### config.mk
export PLATFORM = sky130hd
export DESIGN_NAME = memwin_decode
export DESIGN_NICKNAME = d
export VERILOG_FILES = /design/src/rtl/memwin_pkg.sv /design/src/rtl/memwin_group_match.sv /design/src/rtl/memwin_bank_match.sv /design/src/rtl/memwin_lane_rows.sv /design/src/rtl/memwin_decode.sv
export SDC_FILE = /design/constraint.sdc
export NUM_CORES = 1
export LEC_CHECK = 0
export BUFFER_PORTS_ARGS = -buffer_cell sky130_fd_sc_hd__buf_4
export CAP_MARGIN = 10
export CORE_MARGIN = 5
export CORE_UTILIZATION = 46
export CTS_CLUSTER_SIZE = 14
export DETAILED_ROUTE_END_ITERATION = 10
export PLACE_DENSITY = 0.95
export SLEW_MARGIN = 20
export SYNTH_ARGS = -nofsm -noshare
export SYNTH_HDL_FRONTEND = slang
export SYNTH_SLANG_ARGS = --single-unit
export TNS_END_PERCENT = 5
### constraint.sdc
create_clock -name clk -period 9.8 [get_ports clk]
set_input_delay 0.98 -clock clk [delete_from_list [all_inputs] [get_ports clk]]
set_output_delay 0.98 -clock clk [all_outputs]
set_load 0.02 [all_outputs]
### src/rtl/memwin_pkg.sv
package memwin_pkg;
    localparam int ADDR_W     = 24;
    localparam int GRP_W      = 3;
    localparam int GRP_POS    = 1 << GRP_W;
    localparam int SEG_LO_LSB = 16;
    localparam int SEG_HI_LSB = SEG_LO_LSB + GRP_W;
    localparam int WIN_W      = 2;
    localparam int WIN_POS    = 1 << WIN_W;
    localparam int WIN_LSB    = 14;
    localparam int DEV_W      = 2;
    localparam int DEVS       = 1 << DEV_W;
    localparam int DEV_LSB    = WIN_LSB - DEV_W;
    localparam int NUM_BANKS  = 2;

    typedef struct packed {
        logic odd;
        logic even;
    } lanes_t;

    // Byte lanes for an access: a wide access at an even address takes both.
    function automatic lanes_t lane_pick(input logic a0, input logic wide);
        lanes_t l;
        l.odd  = a0 | wide;
        l.even = ~a0;
        return l;
    endfunction

    // Switch position that claims a given 16K window (last position = window 0).
    function automatic logic [WIN_W-1:0] window_slot(input logic [WIN_W-1:0] win);
        return WIN_W'(WIN_POS - 1) - win;
    endfunction
endpackage

### src/rtl/memwin_group_match.sv
module memwin_group_match
    import memwin_pkg::*;
#(
    parameter int W = GRP_W
) (
    input  logic             clk,
    input  logic             rst,
    input  logic [W-1:0]     grp,
    input  logic [(1<<W)-1:0] sw,
    output logic             hit
);
    localparam int POS = 1 << W;

    logic [POS-1:0] dec;
    logic           field_ok;

    always_comb begin
        dec = '0;
        dec[grp] = 1'b1;
    end

    assign field_ok = $onehot(sw);
    assign hit      = field_ok & (|(dec & sw));

    assert_group_field_single_R4: assert property (@(posedge clk) disable iff (rst)
        hit |-> ($countones(sw) == 1));
endmodule

### src/rtl/memwin_bank_match.sv
module memwin_bank_match
    import memwin_pkg::*;
(
    input  logic               clk,
    input  logic               rst,
    input  logic [WIN_W-1:0]   win,
    input  logic [WIN_POS-1:0] sw,
    output logic               hit
);
    logic [WIN_W-1:0] slot;

    assign slot = window_slot(win);
    assign hit  = $onehot(sw) & sw[slot];

    assert_bank_field_single_R5: assert property (@(posedge clk) disable iff (rst)
        hit |-> ($countones(sw) == 1));
endmodule

### src/rtl/memwin_lane_rows.sv
module memwin_lane_rows
    import memwin_pkg::*;
#(
    parameter int NB = NUM_BANKS
) (
    input  logic               clk,
    input  logic               rst,
    input  logic [NB-1:0]      bank_sel,
    input  logic [DEV_W-1:0]   dev,
    input  lanes_t             lanes,
    input  logic               strobe,
    output logic [NB*DEVS-1:0] odd_en,
    output logic [NB*DEVS-1:0] even_en
);
    for (genvar b = 0; b < NB; b++) begin : g_bank
        for (genvar d = 0; d < DEVS; d++) begin : g_dev
            logic pick;
            assign pick = strobe & bank_sel[b] & (dev == DEV_W'(d));
            assign odd_en[b*DEVS+d]  = pick & lanes.odd;
            assign even_en[b*DEVS+d] = pick & lanes.even;
        end
    end

    assert_odd_single_R9: assert property (@(posedge clk) disable iff (rst)
        $onehot0(odd_en));
    assert_even_single_R9: assert property (@(posedge clk) disable iff (rst)
        $onehot0(even_en));
    assert_rows_need_strobe_R9: assert property (@(posedge clk) disable iff (rst)
        ((|odd_en) || (|even_en)) |-> strobe);
endmodule

### src/rtl/memwin_decode.sv
module memwin_decode
    import memwin_pkg::*;
#(
    parameter int NB = NUM_BANKS
) (
    input  logic                  clk,
    input  logic                  rst,
    input  logic [ADDR_W-1:0]     addr,
    input  logic                  mem_strobe,
    input  logic                  wide_xfer,
    input  logic [GRP_POS-1:0]    seg_lo_sw,
    input  logic [GRP_POS-1:0]    seg_hi_sw,
    input  logic [NB*WIN_POS-1:0] bank_sw,
    output logic                  board_sel,
    output logic [NB-1:0]         bank_sel,
    output logic [NB*DEVS-1:0]    odd_row_en,
    output logic [NB*DEVS-1:0]    even_row_en,
    output logic                  board_sel_q
);
    logic          lo_hit, hi_hit, seg_hit;
    logic [NB-1:0] bank_hit;
    lanes_t        lanes;
    logic          unused_addr_bits;

    assign unused_addr_bits = ^{addr[ADDR_W-1:SEG_HI_LSB+GRP_W], addr[DEV_LSB-1:1]};

    memwin_group_match #(.W(GRP_W)) u_seg_lo (
        .clk(clk), .rst(rst),
        .grp(addr[SEG_LO_LSB +: GRP_W]), .sw(seg_lo_sw), .hit(lo_hit));

    memwin_group_match #(.W(GRP_W)) u_seg_hi (
        .clk(clk), .rst(rst),
        .grp(addr[SEG_HI_LSB +: GRP_W]), .sw(seg_hi_sw), .hit(hi_hit));

    assign seg_hit = lo_hit & hi_hit;

    for (genvar b = 0; b < NB; b++) begin : g_bank
        memwin_bank_match u_bank (
            .clk(clk), .rst(rst),
            .win(addr[WIN_LSB +: WIN_W]),
            .sw(bank_sw[b*WIN_POS +: WIN_POS]),
            .hit(bank_hit[b]));
    end

    // Lowest-numbered bank wins an overlapping window.
    always_comb begin
        logic claimed;
        claimed  = 1'b0;
        bank_sel = '0;
        for (int i = 0; i < NB; i++) begin
            if (seg_hit && bank_hit[i] && !claimed) begin
                bank_sel[i] = 1'b1;
                claimed     = 1'b1;
            end
        end
    end

    assign board_sel = |bank_sel;
    assign lanes     = lane_pick(addr[0], wide_xfer);

    memwin_lane_rows #(.NB(NB)) u_rows (
        .clk(clk), .rst(rst),
        .bank_sel(bank_sel),
        .dev(addr[DEV_LSB +: DEV_W]),
        .lanes(lanes),
        .strobe(mem_strobe),
        .odd_en(odd_row_en),
        .even_en(even_row_en));

    always_ff @(posedge clk) begin
        if (rst) board_sel_q <= 1'b0;
        else     board_sel_q <= board_sel & mem_strobe;
    end

    assert_bank_priority_R6: assert property (@(posedge clk) disable iff (rst)
        $onehot0(bank_sel));
    assert_select_needs_segments_R3: assert property (@(posedge clk) disable iff (rst)
        board_sel |-> (lo_hit && hi_hit));
    assert_byte_one_lane_R7: assert property (@(posedge clk) disable iff (rst)
        (mem_strobe && board_sel && !wide_xfer) |->
            ($countones({|odd_row_en, |even_row_en}) == 1));
    assert_lamp_follows_R11: assert property (@(posedge clk) disable iff (rst)
        board_sel_q |-> $past(board_sel && mem_strobe));
    assert_bad_segment_field_R4: assert property (@(posedge clk) disable iff (rst)
        (!$onehot(seg_lo_sw) || !$onehot(seg_hi_sw)) |-> !board_sel);
endmodule

# --- Word-level counts from Yosys, hierarchy flattened ---
# Cells that the tools add are included.
word_totals:
  inputBits: 52
  ff_bits: 1
  output_inout_bits: 20
  wordCells: 90
op_classes:
  n_reduce_logical: 10
  bitwise_logic: 36
  magnitude_cmp: 5
  n_mux: 10
  eq_ne: 7
  n_addsub: 21
ops:
  columns: ["op", "n"]
  rows:
  - ["$and A1 B1 Y1", 32]
  - ["$add A1 B1 Y2", 12]
  - ["$add A4 B4 Y4", 6]
  - ["$and A8 B8 Y8", 2]
  - ["$reduce_or A8 Y1", 2]
  - ["$eq A4 B1 Y1 const B", 2]
  - ["$lt A3 B4 Y1 const B", 2]
  - ["$add A3 B3 Y3", 2]
  - ["$demux W1 S3", 2]
  - ["$eq A3 B1 Y1 const B", 2]
  - ["$ge A3 B1 Y1 const B", 2]
  - ["$mux W1", 6]
  - ["$logic_and A1 B1 Y1", 5]
  - ["$bmux W1 S2", 2]
  - ["$eq A2 B2 Y1 const B", 2]
  - ["$lt A2 B3 Y1 const B", 1]
  - ["$eq A2 B1 Y1 const B", 1]
  - ["$logic_not A2 Y1", 1]
  - ["$reduce_or A2 Y1", 1]
  - ["$sub A2 B2 Y2 const A", 1]
  - ["$logic_not A1 Y1", 1]
  - ["$not A1 Y1", 1]
  - ["$or A1 B1 Y1", 1]

# --- Longest topological paths before layout ---
logic_depth:
  word_depth: 16
  mapped_depth: 11
  ltp_nobuf: 11

# --- Hierarchy ---
# Synthesis repeated with hierarchy kept, for this count alone.
unflattened:
  cells_unflattened: 128
  area_unflattened_um2: 1026.0
by_module_without_submodules:
  columns: ["module", "area_per_inst_um2", "cells_per_inst", "n_inst", "seq_area_each_um2"]
  rows:
  - ["memwin_group_match", 311.5, 34, 2, 0.0]
  - ["memwin_bank_match", 96.3, 11, 2, 0.0]
  - ["memwin_lane_rows", 136.4, 29, 1, 0.0]
  - ["memwin_decode", 73.8, 9, 1, 20.0]

# --- Worst setup path after synthesis ---
# OpenSTA, ideal clock, no wires.
synth_timing:
  path_kind: "in2out"
  startpoint: "input seg_lo_sw[6]"
  endpoint: "output bank_sel[0]"
  n_path_buf: 0
  required_ns: 8.820
  arrival_time_ns: 4.457
  path_slack_ns: 4.363
  cell_stages: 10
  path_cell_list: "ha_1 > fa_1 > inv_1 > fa_1 > inv_1 > ha_1 > fa_1 > or4b_4 > nand2b_1 > nor4b_1"
synth_via:
  elab_chain_len: 8
  word_cells_on_any_way: 10
  cone_classes: "add/sub: 3; eq/ne: 1; mux: 1; bitwise: 3; reduce/logical: 2"
synth_rtl:
  columns: ["element", "line_no", "source"]
  rows:
  - ["start: declaration", "memwin_decode.sv:11", "input logic [GRP_POS-1:0] seg_lo_sw,"]
  - ["$add A1 B1 Y2 (not written as such)", "memwin_group_match.sv:22", "assign field_ok = $onehot(sw);"]
  - ["$add A4 B4 Y4 (not written as such) (2 in series)", "memwin_group_match.sv:22", null]
  - ["$eq A4 B1 Y1", "memwin_group_match.sv:22", null]
  - ["$and A1 B1 Y1 *", "memwin_group_match.sv:23", "assign hit = field_ok & (|(dec & sw));"]
  - ["$and A1 B1 Y1 *", "memwin_decode.sv:35", "assign seg_hit = lo_hit & hi_hit;"]
  - ["$logic_and A1 B1 Y1 *", "memwin_decode.sv:51", "if (seg_hit && bank_hit[i] && !claimed) begin"]
  - ["$mux W1 *", "memwin_decode.sv:51", null]
  - ["end: declaration", "memwin_decode.sv:15", "output logic [NB-1:0] bank_sel,"]
# Mark *: on every way between the ends. The rest lies on a longest branch, timed or not.

# --- Final worst setup path ---
layout_timing:
  startpoint: "input seg_hi_sw[6]"
  endpoint: "output even_row_en[6]"
layout_via:
  elab_chain_len: 14
  word_cells_on_any_way: 17
  cone_classes: "add/sub: 3; eq/ne: 1; mux: 2; bitwise: 6; reduce/logical: 5"
layout_rtl:
  columns: ["element", "line_no", "source"]
  rows:
  - ["start: declaration", "memwin_decode.sv:12", "input logic [GRP_POS-1:0] seg_hi_sw,"]
  - ["$add A1 B1 Y2 (not written as such)", "memwin_group_match.sv:22", null]
  - ["$add A4 B4 Y4 (not written as such) (2 in series)", "memwin_group_match.sv:22", null]
  - ["$eq A4 B1 Y1", "memwin_group_match.sv:22", null]
  - ["$and A1 B1 Y1 *", "memwin_group_match.sv:23", null]
  - ["$and A1 B1 Y1 *", "memwin_decode.sv:35", null]
  - ["$logic_and A1 B1 Y1", "memwin_decode.sv:51", null]
  - ["$mux W1", "memwin_decode.sv:51", null]
  - ["$logic_not A1 Y1", "memwin_decode.sv:51", null]
  - ["$logic_and A1 B1 Y1 *", "memwin_decode.sv:51", null]
  - ["$mux W1 *", "memwin_decode.sv:51", null]
  - ["$and A1 B1 Y1 * (2 in series)", "memwin_lane_rows.sv:18", "assign pick = strobe & bank_sel[b] & (dev == DEV_W'(d));"]
  - ["$and A1 B1 Y1 *", "memwin_lane_rows.sv:20", "assign even_en[b*DEVS+d] = pick & lanes.even;"]
  - ["end: declaration", "memwin_decode.sv:17", "output logic [NB*DEVS-1:0] even_row_en,"]
# Marked as above.

==> metrics.cfg <==
[logic_synthesis]
syn_area_mm2=0.00108
yosysWarnings=0
synth_nets=198
synthCells=118
ys_seq_area_share_pct=1.86
synth_cell_type_count=33
synth-seq-cells=1
synth_largest_area_cell=ha_1
synth_top_area_share_pct=20.9
avgSynthCellArea_um2=9.13
synth_area_leaders=ha_1, fa_1, mux4_2

[worst_hold_path]
hold_path_depth=3
min-delay-start=rst
min_path_type=input pin to flip-flop

[clock_tree]
path_clk_slew_ns=0
cts_setup_buffers=0
cts.hold.buffers_added=0
ctsResizeCount=0

[power]
vdd_ir_drop_max_v=0.0000387
p_leak_uw=0.000740
pwr_density_cell_mw_per_mm2=61.7

[route]
finalWirelength_um=3390
via_per_inst=5.76
ant_nets=0
route.detailed.drc=0
drt_iter0_markers=23
wire_per_inst_um=16.8
vias=1157
dr.pass1.iters=5

[die]
coreArea_mm2=0.00223
die_h_um=58.4
ios=72
die-area_mm2=0.00341
std_cell_rows=17
die_w_um=58.4
start_util_pct=48.2

[sta]
setup_tns_ns=0
rsz0062_at_grt=no
report.final.slew_viol_count=0
max_freq_ghz=0.179
tightest_slew_ns=0.787
holdWs_ns=1.34
min_period_ns=5.60
slew_headroom_pct=47.3
fin_crit_sh_pct=57.2
finalHoldViolations=0
setup_viol=0

[global_route]
antenna_found_initial=0
grt_max_degree=13
grt_pass1_wl_um=5600
grt_usage_pct=20.5
overflow=0
grt_pass1_vias=1279

[placement]
hpwl_um=3030
io_buffers=58
gp_congestion=0.778
place_area_mm2=0.00154

[critical_path]
critPathRequiredTime_ns=8.82
crit_fanout=5
cp-end-kind=output port
critPathLaunchType=input pin
critPathKind=input pin to output port
arrival_ns=4.62
worstSetupStartpoint=seg_hi_sw[6]

[final_layout]
seq_area_um2=20.0
largest_registers=board_sel_q: 1 flops
area.growth.synth_to_final_pct=42.5
multi_input_area_um2=977
drive_gt1_share_pct=42.2
fin_area_mm2=0.00154
largest_register_ffs=1
top_register=board_sel_q
n_antenna_cell=0
nFillCells=172
finish.utilization_pct=68.7
nNetsFinal=255

[job]
drv_cap=0

[run_status]
outcome=completed

-- where the power goes --
group	internal [uW]	total [uW]	switching (uW)
clock network	0	0	0
registers	4.16	4.17	0.00274
logic	41.5	90.6	49.1
-- metrics by stage --
stage	instances	setup slack [ns]	power [uW]
after global routing	201	4.05	105
after floorplan	118	4.36	62.3
after detailed placement	201	4.23	94.2
after global placement	201	4.35	85.1
after CTS	201	4.21	94.4
final	201	4.20	94.8
-- synth_stat cells --
cell type,number
ha_1,18
inv_1,16
nor3_1,13
fa_1,10
nand3_1,10
buf_2,4
mux4_2,4
nand2_1,4
nor3_2,4
nor3b_1,4
mux2i_1,3
nand2b_1,3
nor2_1,3
nor2b_1,2
nor4b_1,2
a22oi_1,1
a2bb2oi_1,1
and3_1,1
and4b_1,1
dfxtp_1,1
mux2_2,1
nand3b_1,1
nand4_1,1
nand4_4,1
nor2_2,1
nor3b_4,1
nor4b_2,1
nor4bb_1,1
o211ai_1,1
o21ai_0,1
or3_1,1
or4b_1,1
or4b_4,1
-- worst paths after layout --
path        endpoint  slack, ns
max   even_row_en[6]       4.20
min      board_sel_q       1.34
-- per-layer routing --
| metal | track usage, % | share of wire (%) | vias to the layer above |
|---|---|---|---|
| li1 | - | - | 542 |
| met4 | 3.97 | 1.3 | 0 |
| met1 | 22.0 | 35 | 564 |
| met5 | 0 | 0 | - |
| met3 | 1.54 | 6.3 | 6 |
| met2 | 42.4 | 57 | 45 |
-- logic make-up (layout without fill, tap and decap cells) --
kind of cell / Yosys count / after routing / share of synthesized area, %
buf+inv: 20 / 75 / 7.43
fa+ha+maj: 28 / 28 / 39.5
compound gates: 4 / 4 / 2.67
flops: 1 / 1 / 1.86
mux: 8 / 8 / 12.2
simple gates: 57 / 57 / 36.4
-- cells in the final DEF, fill, tap and decap left out, types with 2 or more instances in the layout --
cell type and n:
buf_4 59, fa_1 10, ha_1 18, inv_1 16, mux2i_1 3, mux4_2 4
nand2_1 4, nand2b_1 3, nand3_1 10, nor2_1 3, nor2b_1 2, nor3_1 13
nor3_2 4, nor3b_1 4, nor4b_1 2
-- worst max-delay path: stages --
cell and delay [ns]:
buf_4 0.12, ha_1 0.23, fa_1 0.55, inv_1 0.06
fa_1 0.55, inv_1 0.05, ha_1 0.21, fa_1 0.45
or4b_1 0.59, nor3b_1 0.32, nand3_1 0.13, nor3_1 0.20
buf_4 0.18
-- final cells by class --
type / instances / area share [%]
inverter: 16 / 3.91
tap: 28 / 2.28
timing repair buffer: 59 / 28.9
multi-input combinational: 97 / 63.7
sequential: 1 / 1.30
No activity file was read; power rests on OpenSTA's default activity.
